**src/rtl/pd_tx_pkg.sv**
```systemverilog
package pd_tx_pkg;

  typedef enum logic [2:0] {
    KIND_SOP    = 3'd0,
    KIND_SOP_P  = 3'd1,
    KIND_SOP_PP = 3'd2,
    KIND_HRST   = 3'd3,
    KIND_BIST   = 3'd4
  } req_kind_e;

  typedef enum logic [2:0] {
    ST_IDLE,
    ST_FLUSH,
    ST_EMIT,
    ST_HRST,
    ST_BSTART,
    ST_BHOLD,
    ST_ERR
  } fsm_state_e;

endpackage

```
**src/rtl/pd_tx_len_calc.sv**
```systemverilog
module pd_tx_len_calc
  import pd_tx_pkg::*;
#(
  parameter int MAX_OBJ = 7,
  parameter int CNT_LSB = 12,
  parameter int CNT_W   = 3,
  parameter int LEN_W   = 6
) (
  input  logic [15:0]      hdr,
  input  logic [2:0]       kind,
  output logic [LEN_W-1:0] pay_len,
  output logic [LEN_W-1:0] frame_len,
  output logic             is_frame,
  output logic             is_hrst,
  output logic             is_bist,
  output logic             is_bad
);

  logic [CNT_W-1:0] obj_cnt;
  logic [LEN_W-1:0] cnt_ext;
  logic             cnt_over;

  always_comb begin
    obj_cnt   = hdr[CNT_LSB +: CNT_W];
    cnt_ext   = LEN_W'(obj_cnt);
    pay_len   = LEN_W'(2) + (cnt_ext << 2);
    frame_len = pay_len + LEN_W'(9);
    cnt_over  = cnt_ext > LEN_W'(MAX_OBJ);
    is_frame  = (kind == KIND_SOP) || (kind == KIND_SOP_P) || (kind == KIND_SOP_PP);
    is_hrst   = (kind == KIND_HRST);
    is_bist   = (kind == KIND_BIST);
    is_bad    = (is_frame && cnt_over) || !(is_frame || is_hrst || is_bist);
  end

endmodule

```
**src/rtl/pd_tx_byte_sel.sv**
```systemverilog
module pd_tx_byte_sel
  import pd_tx_pkg::*;
#(
  parameter int         MAX_OBJ  = 7,
  parameter int         LEN_W    = 6,
  parameter logic [7:0] T_SYNC1  = 8'h12,
  parameter logic [7:0] T_SYNC2  = 8'h13,
  parameter logic [7:0] T_SYNC3  = 8'h1B,
  parameter logic [7:0] T_PACK   = 8'h80,
  parameter logic [7:0] T_JAMCRC = 8'hFF,
  parameter logic [7:0] T_EOP    = 8'h14,
  parameter logic [7:0] T_TXOFF  = 8'hFE,
  parameter logic [7:0] T_TXON   = 8'hA1
) (
  input  logic [2:0]            kind,
  input  logic [15:0]           hdr,
  input  logic [MAX_OBJ*32-1:0] objs,
  input  logic [LEN_W-1:0]      pay_len,
  input  logic [LEN_W-1:0]      idx,
  output logic [7:0]            byte_o
);

  localparam int NBYTES = MAX_OBJ * 4;

  logic [7:0] obj_byte [NBYTES];

  genvar g;
  generate
    for (g = 0; g < NBYTES; g++) begin : g_split
      assign obj_byte[g] = objs[g*8 +: 8];
    end
  endgenerate

  function automatic logic [7:0] sync_tok(input logic [2:0] k, input logic [LEN_W-1:0] pos);
    logic [7:0] t;
    t = T_SYNC1;
    case (k)
      KIND_SOP_P:  if (pos >= LEN_W'(2)) t = T_SYNC3;
      KIND_SOP_PP: if (pos[0]) t = T_SYNC3;
      default:     if (pos == LEN_W'(3)) t = T_SYNC2;
    endcase
    return t;
  endfunction

  logic [LEN_W-1:0] lit_pos;
  logic [LEN_W-1:0] tail_pos;
  logic [7:0]       lit_byte;

  always_comb begin
    lit_pos  = idx - LEN_W'(5);
    tail_pos = lit_pos - pay_len;
    lit_byte = 8'h00;
    if (lit_pos == LEN_W'(0)) lit_byte = hdr[7:0];
    else if (lit_pos == LEN_W'(1)) lit_byte = hdr[15:8];
    for (int b = 0; b < NBYTES; b++) begin
      if (lit_pos == LEN_W'(b + 2)) lit_byte = obj_byte[b];
    end
  end

  always_comb begin
    if (idx < LEN_W'(4)) begin
      byte_o = sync_tok(kind, idx);
    end else if (idx == LEN_W'(4)) begin
      byte_o = T_PACK | {3'b000, pay_len[4:0]};
    end else if (lit_pos < pay_len) begin
      byte_o = lit_byte;
    end else begin
      case (tail_pos)
        LEN_W'(0): byte_o = T_JAMCRC;
        LEN_W'(1): byte_o = T_EOP;
        LEN_W'(2): byte_o = T_TXOFF;
        default:   byte_o = T_TXON;
      endcase
    end
  end

endmodule

```
**src/rtl/pd_tx_ctrl.sv**
```systemverilog
module pd_tx_ctrl
  import pd_tx_pkg::*;
#(
  parameter int LEN_W     = 6,
  parameter int BIST_WAIT = 2000
) (
  input  logic             clk,
  input  logic             rst_n,
  input  logic             req_valid,
  input  logic             is_frame,
  input  logic             is_hrst,
  input  logic             is_bad,
  input  logic [LEN_W-1:0] frame_len,
  input  logic             out_ready,
  output logic             req_ready,
  output logic [LEN_W-1:0] idx,
  output logic             out_valid,
  output logic             out_last,
  output logic             fifo_flush,
  output logic             hard_reset_cmd,
  output logic             bist_mode,
  output logic             tx_start,
  output logic             req_error
);

  localparam int BW = $clog2(BIST_WAIT + 1);

  fsm_state_e       state;
  logic [LEN_W-1:0] last_q;
  logic [BW-1:0]    bcnt;

  always_ff @(posedge clk or negedge rst_n) begin
    if (!rst_n) begin
      state  <= ST_IDLE;
      idx    <= '0;
      last_q <= '0;
      bcnt   <= '0;
    end else begin
      case (state)
        ST_IDLE: begin
          if (req_valid) begin
            if (is_bad) begin
              state <= ST_ERR;
            end else if (is_frame) begin
              state  <= ST_FLUSH;
              last_q <= frame_len - LEN_W'(1);
            end else if (is_hrst) begin
              state <= ST_HRST;
            end else begin
              state <= ST_BSTART;
            end
          end
        end
        ST_FLUSH: begin
          state <= ST_EMIT;
          idx   <= '0;
        end
        ST_EMIT: begin
          if (out_ready) begin
            if (idx == last_q) state <= ST_IDLE;
            else idx <= idx + LEN_W'(1);
          end
        end
        ST_BSTART: begin
          state <= ST_BHOLD;
          bcnt  <= BW'(BIST_WAIT - 1);
        end
        ST_BHOLD: begin
          if (bcnt == '0) state <= ST_IDLE;
          else bcnt <= bcnt - BW'(1);
        end
        default: state <= ST_IDLE;
      endcase
    end
  end

  always_comb begin
    req_ready      = (state == ST_IDLE);
    out_valid      = (state == ST_EMIT);
    out_last       = (state == ST_EMIT) && (idx == last_q);
    fifo_flush     = (state == ST_FLUSH);
    hard_reset_cmd = (state == ST_HRST);
    tx_start       = (state == ST_BSTART);
    bist_mode      = (state == ST_BSTART) || (state == ST_BHOLD);
    req_error      = (state == ST_ERR);
  end

endmodule

```
**src/rtl/pd_tx_framer.sv**
```systemverilog
module pd_tx_framer
  import pd_tx_pkg::*;
#(
  parameter int         MAX_OBJ   = 7,
  parameter int         CNT_LSB   = 12,
  parameter int         CNT_W     = 3,
  parameter int         BIST_WAIT = 2000,
  parameter logic [7:0] T_SYNC1   = 8'h12,
  parameter logic [7:0] T_SYNC2   = 8'h13,
  parameter logic [7:0] T_SYNC3   = 8'h1B,
  parameter logic [7:0] T_PACK    = 8'h80,
  parameter logic [7:0] T_JAMCRC  = 8'hFF,
  parameter logic [7:0] T_EOP     = 8'h14,
  parameter logic [7:0] T_TXOFF   = 8'hFE,
  parameter logic [7:0] T_TXON    = 8'hA1
) (
  input  logic                  clk,
  input  logic                  rst_n,
  input  logic                  req_valid,
  output logic                  req_ready,
  input  logic [2:0]            req_kind,
  input  logic [15:0]           req_header,
  input  logic [MAX_OBJ*32-1:0] req_objs,
  output logic                  out_valid,
  input  logic                  out_ready,
  output logic [7:0]            out_data,
  output logic                  out_last,
  output logic                  fifo_flush,
  output logic                  hard_reset_cmd,
  output logic                  bist_mode,
  output logic                  tx_start,
  output logic                  req_error
);

  localparam int DATA_W = MAX_OBJ * 32;
  localparam int LEN_W  = $clog2(4 * (2 ** CNT_W) + 12);

  logic [LEN_W-1:0]  pay_len, frame_len, idx;
  logic              is_frame, is_hrst, is_bist, is_bad;
  logic [2:0]        kind_q;
  logic [15:0]       hdr_q;
  logic [DATA_W-1:0] objs_q;
  logic [LEN_W-1:0]  pay_q;
  logic              accept;

  assign accept = req_valid && req_ready;

  pd_tx_len_calc #(
    .MAX_OBJ(MAX_OBJ), .CNT_LSB(CNT_LSB), .CNT_W(CNT_W), .LEN_W(LEN_W)
  ) u_len (
    .hdr(req_header), .kind(req_kind), .pay_len(pay_len), .frame_len(frame_len),
    .is_frame(is_frame), .is_hrst(is_hrst), .is_bist(is_bist), .is_bad(is_bad)
  );

  always_ff @(posedge clk or negedge rst_n) begin
    if (!rst_n) begin
      kind_q <= '0;
      hdr_q  <= '0;
      objs_q <= '0;
      pay_q  <= '0;
    end else if (accept && is_frame) begin
      kind_q <= req_kind;
      hdr_q  <= req_header;
      objs_q <= req_objs;
      pay_q  <= pay_len;
    end
  end

  pd_tx_ctrl #(
    .LEN_W(LEN_W), .BIST_WAIT(BIST_WAIT)
  ) u_ctrl (
    .clk(clk), .rst_n(rst_n), .req_valid(req_valid),
    .is_frame(is_frame), .is_hrst(is_hrst), .is_bad(is_bad || !(is_frame || is_hrst || is_bist)),
    .frame_len(frame_len), .out_ready(out_ready), .req_ready(req_ready), .idx(idx),
    .out_valid(out_valid), .out_last(out_last), .fifo_flush(fifo_flush),
    .hard_reset_cmd(hard_reset_cmd), .bist_mode(bist_mode), .tx_start(tx_start),
    .req_error(req_error)
  );

  pd_tx_byte_sel #(
    .MAX_OBJ(MAX_OBJ), .LEN_W(LEN_W),
    .T_SYNC1(T_SYNC1), .T_SYNC2(T_SYNC2), .T_SYNC3(T_SYNC3), .T_PACK(T_PACK),
    .T_JAMCRC(T_JAMCRC), .T_EOP(T_EOP), .T_TXOFF(T_TXOFF), .T_TXON(T_TXON)
  ) u_sel (
    .kind(kind_q), .hdr(hdr_q), .objs(objs_q), .pay_len(pay_q), .idx(idx), .byte_o(out_data)
  );

endmodule

```
**config.mk**
```make
export PLATFORM = sky130hd
export DESIGN_NAME = pd_tx_framer
export DESIGN_NICKNAME = d
export VERILOG_FILES = /design/src/rtl/pd_tx_pkg.sv /design/src/rtl/pd_tx_len_calc.sv /design/src/rtl/pd_tx_byte_sel.sv /design/src/rtl/pd_tx_ctrl.sv /design/src/rtl/pd_tx_framer.sv
export SDC_FILE = /design/constraint.sdc
export NUM_CORES = 1
export LEC_CHECK = 0
export CORE_MARGIN = 2
export CORE_UTILIZATION = 45
export DETAILED_ROUTE_END_ITERATION = 6
export PLACE_DENSITY = 0.68
export SYNTH_ARGS = -nofsm -noshare
export SYNTH_HDL_FRONTEND = slang
export SYNTH_SLANG_ARGS = --single-unit
```
**constraint.sdc**
```tcl
create_clock -name clk -period 6.3 [get_ports clk]
set_clock_uncertainty 0.2 [all_clocks]
set_input_delay 1.26 -clock clk [delete_from_list [all_inputs] [get_ports clk]]
set_output_delay 1.26 -clock clk [all_outputs]
set_load 0.01 [all_outputs]
```
==> metrics.md, run 1 <==
| Metric | Value |
|---|---|
| Min-delay src | `objs_q[1]$_DFFE_PN0P_` |
| Crit end category | `output port` |
| Worst Path Buf+Inv | `4` |
| Mapped Area | `14400 sq um` |
| Wl on met1 | `20800 um` |
| Top FF cell, synth | `dfrtp_1` |
| Clk sinks | `269` |
| Metal3 WL | `3350 um` |
| Ys async rst share | `100%` |
| Top-Level Pins | `263` |
| Crit-path max FO | `15` |
| Hold buffer count at cts | `0` |
| DP Wirelength | `35500 um` |
| Vias in the first global route | `12000` |
| CTS HTree Levels | `1` |
| Post-layout net count | `1814` |
| Top delay family on crit path | `simple AND/OR/NAND/NOR gates` |
| Post-synthesis sequential area ratio | `46.7%` |
| Syn_area_per_cell | `11.3 sq um` |
| CP Launch Type | `flip-flop` |
| Longest Clk Path Bufs | `3` |
| R2R cell count | `4` |
| Initial antenna violation count | `0` |
| Max Freq | `0.162 GHz` |
| Peak VDD IR | `0.265 mV` |
| Critical path arrival | `4700 ps` |
| Cell Area, Placed | `17700 sq um` |
| I/O Buffers | `262` |
| Post-synth EDFFs | `0` |
| Total iterations of the first detailed-routing run | `5` |
| Yosys warning count | `0` |
| Status | `complete, no violations` |
| Final Critical Period | `6160 ps` |
| GPL Wtd Cong | `0.965` |
| Reg-to-Reg End | `objs_q[90]$_DFFE_PN0P_` |
| Rel. slew slack | `39.1%` |
| Diode count | `0` |
| WL/cell | `23.9 um` |
| Std cell rows | `65` |
| Worst hold endpoint | `objs_q[1]$_DFFE_PN0P_` |
| Slew Limit Fails | `0` |
| Mapped Cells | `1274` |
| # DRC | `0` |
| Hold depth | `1` |
| LEAKAGE | `7.53 nW` |
| Top layer in use | `met4` |
| Max Cap Viol | `0` |
| Final Cell Area | `18700 sq um` |
| CP required | `4840 ps` |
| WL final | `47200 um` |
| Area Growth Syn to Fin | `30.0%` |
| Flops & latches, synth | `269` |
| Clk_lat worst skew | `550 ps` |
| Worst r2r src | `u_ctrl.state[2]$_DFFE_PN0P_` |
| Crit-path slowest cell | `nor2_1` |
| Fin. Hold Viols | `0` |
| RSZ-0062 raised after global routing | `no` |
| Initial DRC Count | `1199` |
| WL met2 | `21300 um` |
| Total track usage | `27.8%` |
| Worst hold slack | `300 ps` |
| Kind of critical path | `flip-flop to output port` |
| Global-route wire length before repair | `71300 um` |
| Final worst path period share | `97.8%` |
| Worst reg-to-reg setup slack | `3300 ps` |
| DRT antenna net count | `0` |
| DR vias | `11900` |
| Crit path largest cell delay | `730 ps` |
| Share of cells above drive strength 1 | `25.4%` |
| Avg Vias per Cell | `6.04` |
| Slew of the pin with the lowest slew margin | `911 ps` |
| PwrDens | `361 nW/um^2` |
| Most Frequent Cell on Critical Path | `buf_4` |
| Sum Neg Setup Slack | `0 ps` |
| Clock root cell | `clkbuf_16` |
| Synth Net Count | `1534` |
| Core Area | `31600 sq um` |
| Hold crit path type | `flip-flop to flip-flop` |
| Initial Util | `45.7%` |
| Final setup viols | `0` |
| Die footprint | `33500 sq um` |
| Die span in y | `183 um` |
| Post-synth cell types | `100` |
| Width of the die | `183 um` |
| Total congestion overflow | `0` |
| CTS tree | `yes` |
| Crit-path cells | `buf_4, inv_2, a21boi_2, buf_4, o211ai_2, nor2_1, a221oi_1, nor3_1, o41ai_1, nand3_1, clkdlybuf4s50_1` |
| Total CTS buffers | `29` |
| Clock transition at path regs | `70 ps` |
| Pin count of the biggest net entering global routing | `122` |
synthesized netlist by cell type (6+ instances only):
cell       count  area [sq um]
o221ai_1      12           105
o21ai_0       46           230
and3_1        13          81.3
ha_1          12           150
o2111ai_1     15           131
inv_1         23          86.3
a22oi_1        8          60.1
nand3_1       27           135
buf_2         10          50.1
a31oi_1       13          81.3
nor3_1        28           140
buf_1          6          22.5
xnor2_1        9          78.8
nor4_1        14          87.6
nor2_1        69           259
and2_1         7          43.8
nand4_1       11          68.8
dfrtp_1      269          6730
nand2_1       64           240
mux2_2       245          2760
o21ai_1        8          40.0
o22ai_1       15          93.8
a211oi_1      22           165
o32ai_1        7          61.3
o31ai_1        7          52.6
xor2_1         9          78.8
a21oi_1       51           255
a221oi_1      13           114
nor2b_1        8          50.1
clkbuf_1      51           191
nand2b_1      19           119
or3_1         10          62.6
o211ai_1      15           113
where the power goes:
group          switching, mW  total [mW]  internal, mW
Combinational          0.767        1.82          1.06
Clock                  0.714        1.79          1.08
Sequential             0.598        3.15          2.55
Total                   2.08        6.76          4.68
repair_timing:
action / 4_1_cts / 5_1_grt
buffers inserted: 0 / 2
setup endpoints to repair: 3 / 7
pin swaps: 0 / 2
gates resized for setup: 1 / 9
hold endpoints to repair: 0 / 0
worst max path at each step:
stage | to | slack (ps) | start | cells after the start
after floorplan | out_data[6] | 1220 | u_ctrl.idx[0]$_DFFE_PN0P_ | 16
after global placement | out_data[4] | 540 | u_ctrl.idx[0]$_DFFE_PN0P_ | 14
after detailed placement | out_data[4] | 480 | u_ctrl.idx[0]$_DFFE_PN0P_ | 14
after CTS | out_data[4] | 3 | u_ctrl.idx[0]$_DFFE_PN0P_ | 14
after global routing | out_data[4] | 10 | u_ctrl.idx[3]$_DFFE_PN0P_ | 14
final | out_data[4] | 140 | u_ctrl.idx[3]$_DFFE_PN0P_ | 11
kinds of logic after synthesis:
logic type,count (synthesis),share of synthesized area [%]
AOI/OAI and AO/OA,319,17.3
xor gates and xnor gates,18,1.09
adders and majority gates,14,1.25
buffers and inverters,100,3.00
DFF,269,46.7
muxes,250,19.5
and+or+nand+nor,304,11.2
registers in the layout, indices dropped and copies added (netlist names):
signal / cells
hdr_q: 16
kind_q: 3
objs_q: 224
pay_q: 1
u_ctrl.bcnt: 11
u_ctrl.idx: 6
u_ctrl.last_q: 5
u_ctrl.state: 3
cell usage in the layout, fill, tap and decap left out, types with 8 or more instances in the layout:
| master | instances |
|---|---|
| or3_1 | 10 |
| buf_4 | 59 |
| nor3_1 | 28 |
| o21ai_1 | 9 |
| nor4_1 | 14 |
| inv_1 | 23 |
| clkbuf_16 | 29 |
| o22ai_1 | 15 |
| nand2b_1 | 18 |
| o211ai_1 | 15 |
| o221ai_1 | 12 |
| a211oi_1 | 22 |
| nand2_1 | 64 |
| clkdlybuf4s50_1 | 261 |
| dfrtp_1 | 269 |
| o2111ai_1 | 15 |
| a21oi_1 | 51 |
| nor2_1 | 68 |
| a31oi_1 | 13 |
| ha_1 | 11 |
| xnor2_1 | 9 |
| a22oi_1 | 8 |
| xor2_1 | 9 |
| a221oi_1 | 13 |
| nand3_1 | 27 |
| and3_1 | 13 |
| o21ai_0 | 45 |
| nand4_1 | 11 |
| mux2_2 | 245 |
layout make-up:
cell class | count | area, sq um
fillers | 2647 | 12800
multi-input cells | 905 | 7290
flip-flops and latches | 269 | 6730
repair buffers | 324 | 3130
clock buffers | 37 | 786
well taps | 402 | 503
clock inverters | 12 | 196
inverters | 25 | 93.8
worst reg2reg max path, delay by kind of cell, from the launching register on:
family	cells	cell delay, ps
flops	1	480
simple gates	2	1060
mux	1	600
buf+inv	1	530
metrics by stage:
stage	utilization (%)	worst slack, ps	std cells	power (mW)
5_1_grt	59.4	12.5	1974	7.10
2_1_floorplan	-	1220	1274	4.20
3_5_place_dp	56.1	483	1923	4.97
3_3_place_gp	56.1	539	1923	4.89
4_1_cts	59.2	2.71	1972	6.78
6_report	59.4	140	1974	6.76
layer usage:
| metal | GRT usage, % | vias up |
|---|---|---|
| met4 | 8.74 | 0 |
| met1 | 39.9 | 5884 |
| met5 | 0 | - |
| met3 | 4.23 | 92 |
| met2 | 43.5 | 517 |
| li1 | - | 5426 |
No activity file was read; power rests on OpenSTA's default activity.
==> inputs of run 2 (changes only) <==
--- a/config.mk
+++ b/config.mk
@@ -5,10 +5,12 @@
 export SDC_FILE = /design/constraint.sdc
 export NUM_CORES = 1
 export LEC_CHECK = 0
+export CELL_PAD_IN_SITES_DETAIL_PLACEMENT = 0
+export CELL_PAD_IN_SITES_GLOBAL_PLACEMENT = 2
 export CORE_MARGIN = 2
-export CORE_UTILIZATION = 45
+export CORE_UTILIZATION = 35
 export DETAILED_ROUTE_END_ITERATION = 6
-export PLACE_DENSITY = 0.68
+export PLACE_DENSITY = 0.79
 export SYNTH_ARGS = -nofsm -noshare
 export SYNTH_HDL_FRONTEND = slang
 export SYNTH_SLANG_ARGS = --single-unit
==> metrics.md, run 2 (same netlist as run 1, synthesis figures left out) <==
| Metric | Value |
|---|---|
| Status | `complete, no violations` |
| Hold depth | `1` |
| Post-layout net count | `1813` |
| Core Area | `40700 sq um` |
| Critical path arrival | `4680 ps` |
| Crit-path cells | `or3_4, o211a_1, buf_4, o211ai_1, nor3_1, nor4_1, and3_1, o2111ai_1, a211oi_1, clkdlybuf4s50_1` |
| Hold buffer count at cts | `0` |
| Most common cell after layout, fill and taps aside | `dfrtp_1` |
| Total CTS buffers | `31` |
| I/O Buffers | `262` |
| Final Cell Area | `18900 sq um` |
| Die footprint | `42800 sq um` |
| NetSw | `2.11 mW` |
| Kind of critical path | `flip-flop to output port` |
| Final worst path period share | `97.4%` |
| Total power | `6.78 mW` |
| Initial Util | `35.4%` |
| Top Registers | `objs_q: 224 flops, hdr_q: 16 flops, u_ctrl.bcnt: 11 flops` |
| Crit-path max FO | `13` |
| R2R cell count | `4` |
| Final setup viols | `0` |
| DP Wirelength | `38500 um` |
| PwrDens | `359 nW/um^2` |
| Worst hold endpoint | `u_ctrl.last_q[1]$_DFFE_PN0P_` |
| Reg power frac | `46.4%` |
| Area of the multi-input gates | `7310 sq um` |
| DR vias | `11800` |
| Global-route wire length before repair | `75800 um` |
| Clk_lat worst skew | `570 ps` |
| Max Freq | `0.163 GHz` |
| Total track usage | `23.7%` |
| Reg-to-Reg End | `objs_q[24]$_DFFE_PN0P_` |
| Pin count of the biggest net entering global routing | `153` |
| Peak VDD IR | `0.193 mV` |
| Initial antenna violation count | `0` |
| Total iterations of the first detailed-routing run | `6` |
| Share of cells above drive strength 1 | `25.8%` |
| Register bank with the most flops | `objs_q` |
| Max FFs per register | `224` |
| Crit end category | `output port` |
| Internal Power | `4.67 mW` |
| Total congestion overflow | `0` |
| Final design utilization | `46.4%` |
| Vias in the first global route | `12300` |
| Cell Area, Placed | `17800 sq um` |
| Combinational power share | `27.3%` |
| Clock root cell | `clkbuf_16` |
| GPL Wtd Cong | `0.911` |
| Area Growth Syn to Fin | `31.2%` |
| Width of the die | `207 um` |
| Rel. slew slack | `36.3%` |
| CP Launch Type | `flip-flop` |
| Min-delay src | `u_ctrl.last_q[1]$_DFFE_PN0P_` |
| Fillers | `3828` |
| Flip-flop and latch area | `6730 sq um` |
| WL/cell | `24.3 um` |
| Final Critical Period | `6140 ps` |
| DRT antenna net count | `0` |
| RSZ-0062 raised after global routing | `no` |
| Worst reg-to-reg setup slack | `3770 ps` |
| Slew Limit Fails | `0` |
| Hold crit path type | `flip-flop to flip-flop` |
| Net Sw Frac | `31.1%` |
| CP required | `4840 ps` |
| Fin. Hold Viols | `0` |
| Max Cap Viol | `0` |
| CTS tree | `yes` |
| Longest Clk Path Bufs | `3` |
| CTS HTree Levels | `1` |
| Initial DRC Count | `928` |
| Crit path largest cell delay | `620 ps` |
| Std cell rows | `74` |
| # DRC | `0` |
| Worst r2r src | `u_ctrl.state[2]$_DFFE_PN0P_` |
| Diode count | `0` |
| Sum Neg Setup Slack | `0 ps` |
| Clk sinks | `269` |
| Crit-path slowest cell | `clkdlybuf4s50_1` |
| Die span in y | `207 um` |
| WL final | `51100 um` |
| Clk pwr share | `26.3%` |
| Avg Vias per Cell | `5.61` |
| Top-Level Pins | `263` |
| Clock transition at path regs | `60 ps` |
| Most frequent cells in the layout | `267 x dfrtp_1, 261 x clkdlybuf4s50_1, 245 x mux2_2, 67 x nor2_1, 64 x nand2_1` |
| LEAKAGE | `7.52 nW` |
| Slew of the pin with the lowest slew margin | `955 ps` |
## run 2: changes by cell type in the layout (fill, tap and decap cells not counted), moves of 3 or more
cell / change
buf_4: -3
clkinvlp_4: +3
clkinv_2: -3
bufinv_16: -3
clkbuf_8: +4
## run 2: repair_timing
item	CTS	global route
pin swaps	2	4
buffers inserted	5	3
setup endpoints to repair	5	7
cloned	0	0
resized for setup	5	14
## run 2: layer usage
layer | routed length [um] | global-route usage [%]
met5 | 0 | 0
met4 | 1570 | 6.69
met3 | 3590 | 4.43
met2 | 23300 | 37.3
met1 | 22700 | 33.4
## run 2: worst max-delay path by stage
stage	startpoint	to	cells after the start
2_1_floorplan	u_ctrl.idx[0]$_DFFE_PN0P_	out_data[6]	16
3_3_place_gp	u_ctrl.idx[0]$_DFFE_PN0P_	out_data[4]	14
3_5_place_dp	u_ctrl.idx[0]$_DFFE_PN0P_	out_data[4]	14
4_1_cts	u_ctrl.idx[0]$_DFFE_PN0P_	out_data[2]	15
5_1_grt	u_ctrl.idx[1]$_DFFE_PN0P_	out_data[4]	14
6_report	u_ctrl.idx[4]$_DFFE_PN0P_	out_data[7]	10
## run 2: cell type report
type	instances	area share, %
Sequential cell	269	35.6
Inverter	25	0.496
Clock inverter	8	0.556
Tap cell	532	3.52
Clock buffer	44	4.73
Timing Repair Buffer	321	16.4
Multi-Input combinational cell	905	38.7
## run 2: worst max-delay path: cells and delay by family (launching register included)
family	cells	cell delay, ps
flops	1	580
buf+inv	2	900
compound gates	4	1300
simple gates	4	1310
## run 2: stage by stage
stage	cells	hold slack, ps	setup slack (ps)
after floorplan	1274	254	1220
after detailed placement	2044	280	341
final	2104	287	163
after global placement	2044	278	405
after global routing	2104	314	9.06
after CTS	2101	295	10.3
## run 2: power by group through the flow
stage / sequential [mW] / clock [mW] / combinational, mW
after CTS: 3.14 / 1.83 / 1.86
after detailed placement: 3.17 / 0 / 1.83
after floorplan: 2.86 / 0 / 1.34
final: 3.15 / 1.78 / 1.85
after global routing: 3.25 / 1.89 / 2.03
after global placement: 3.15 / 0 / 1.80
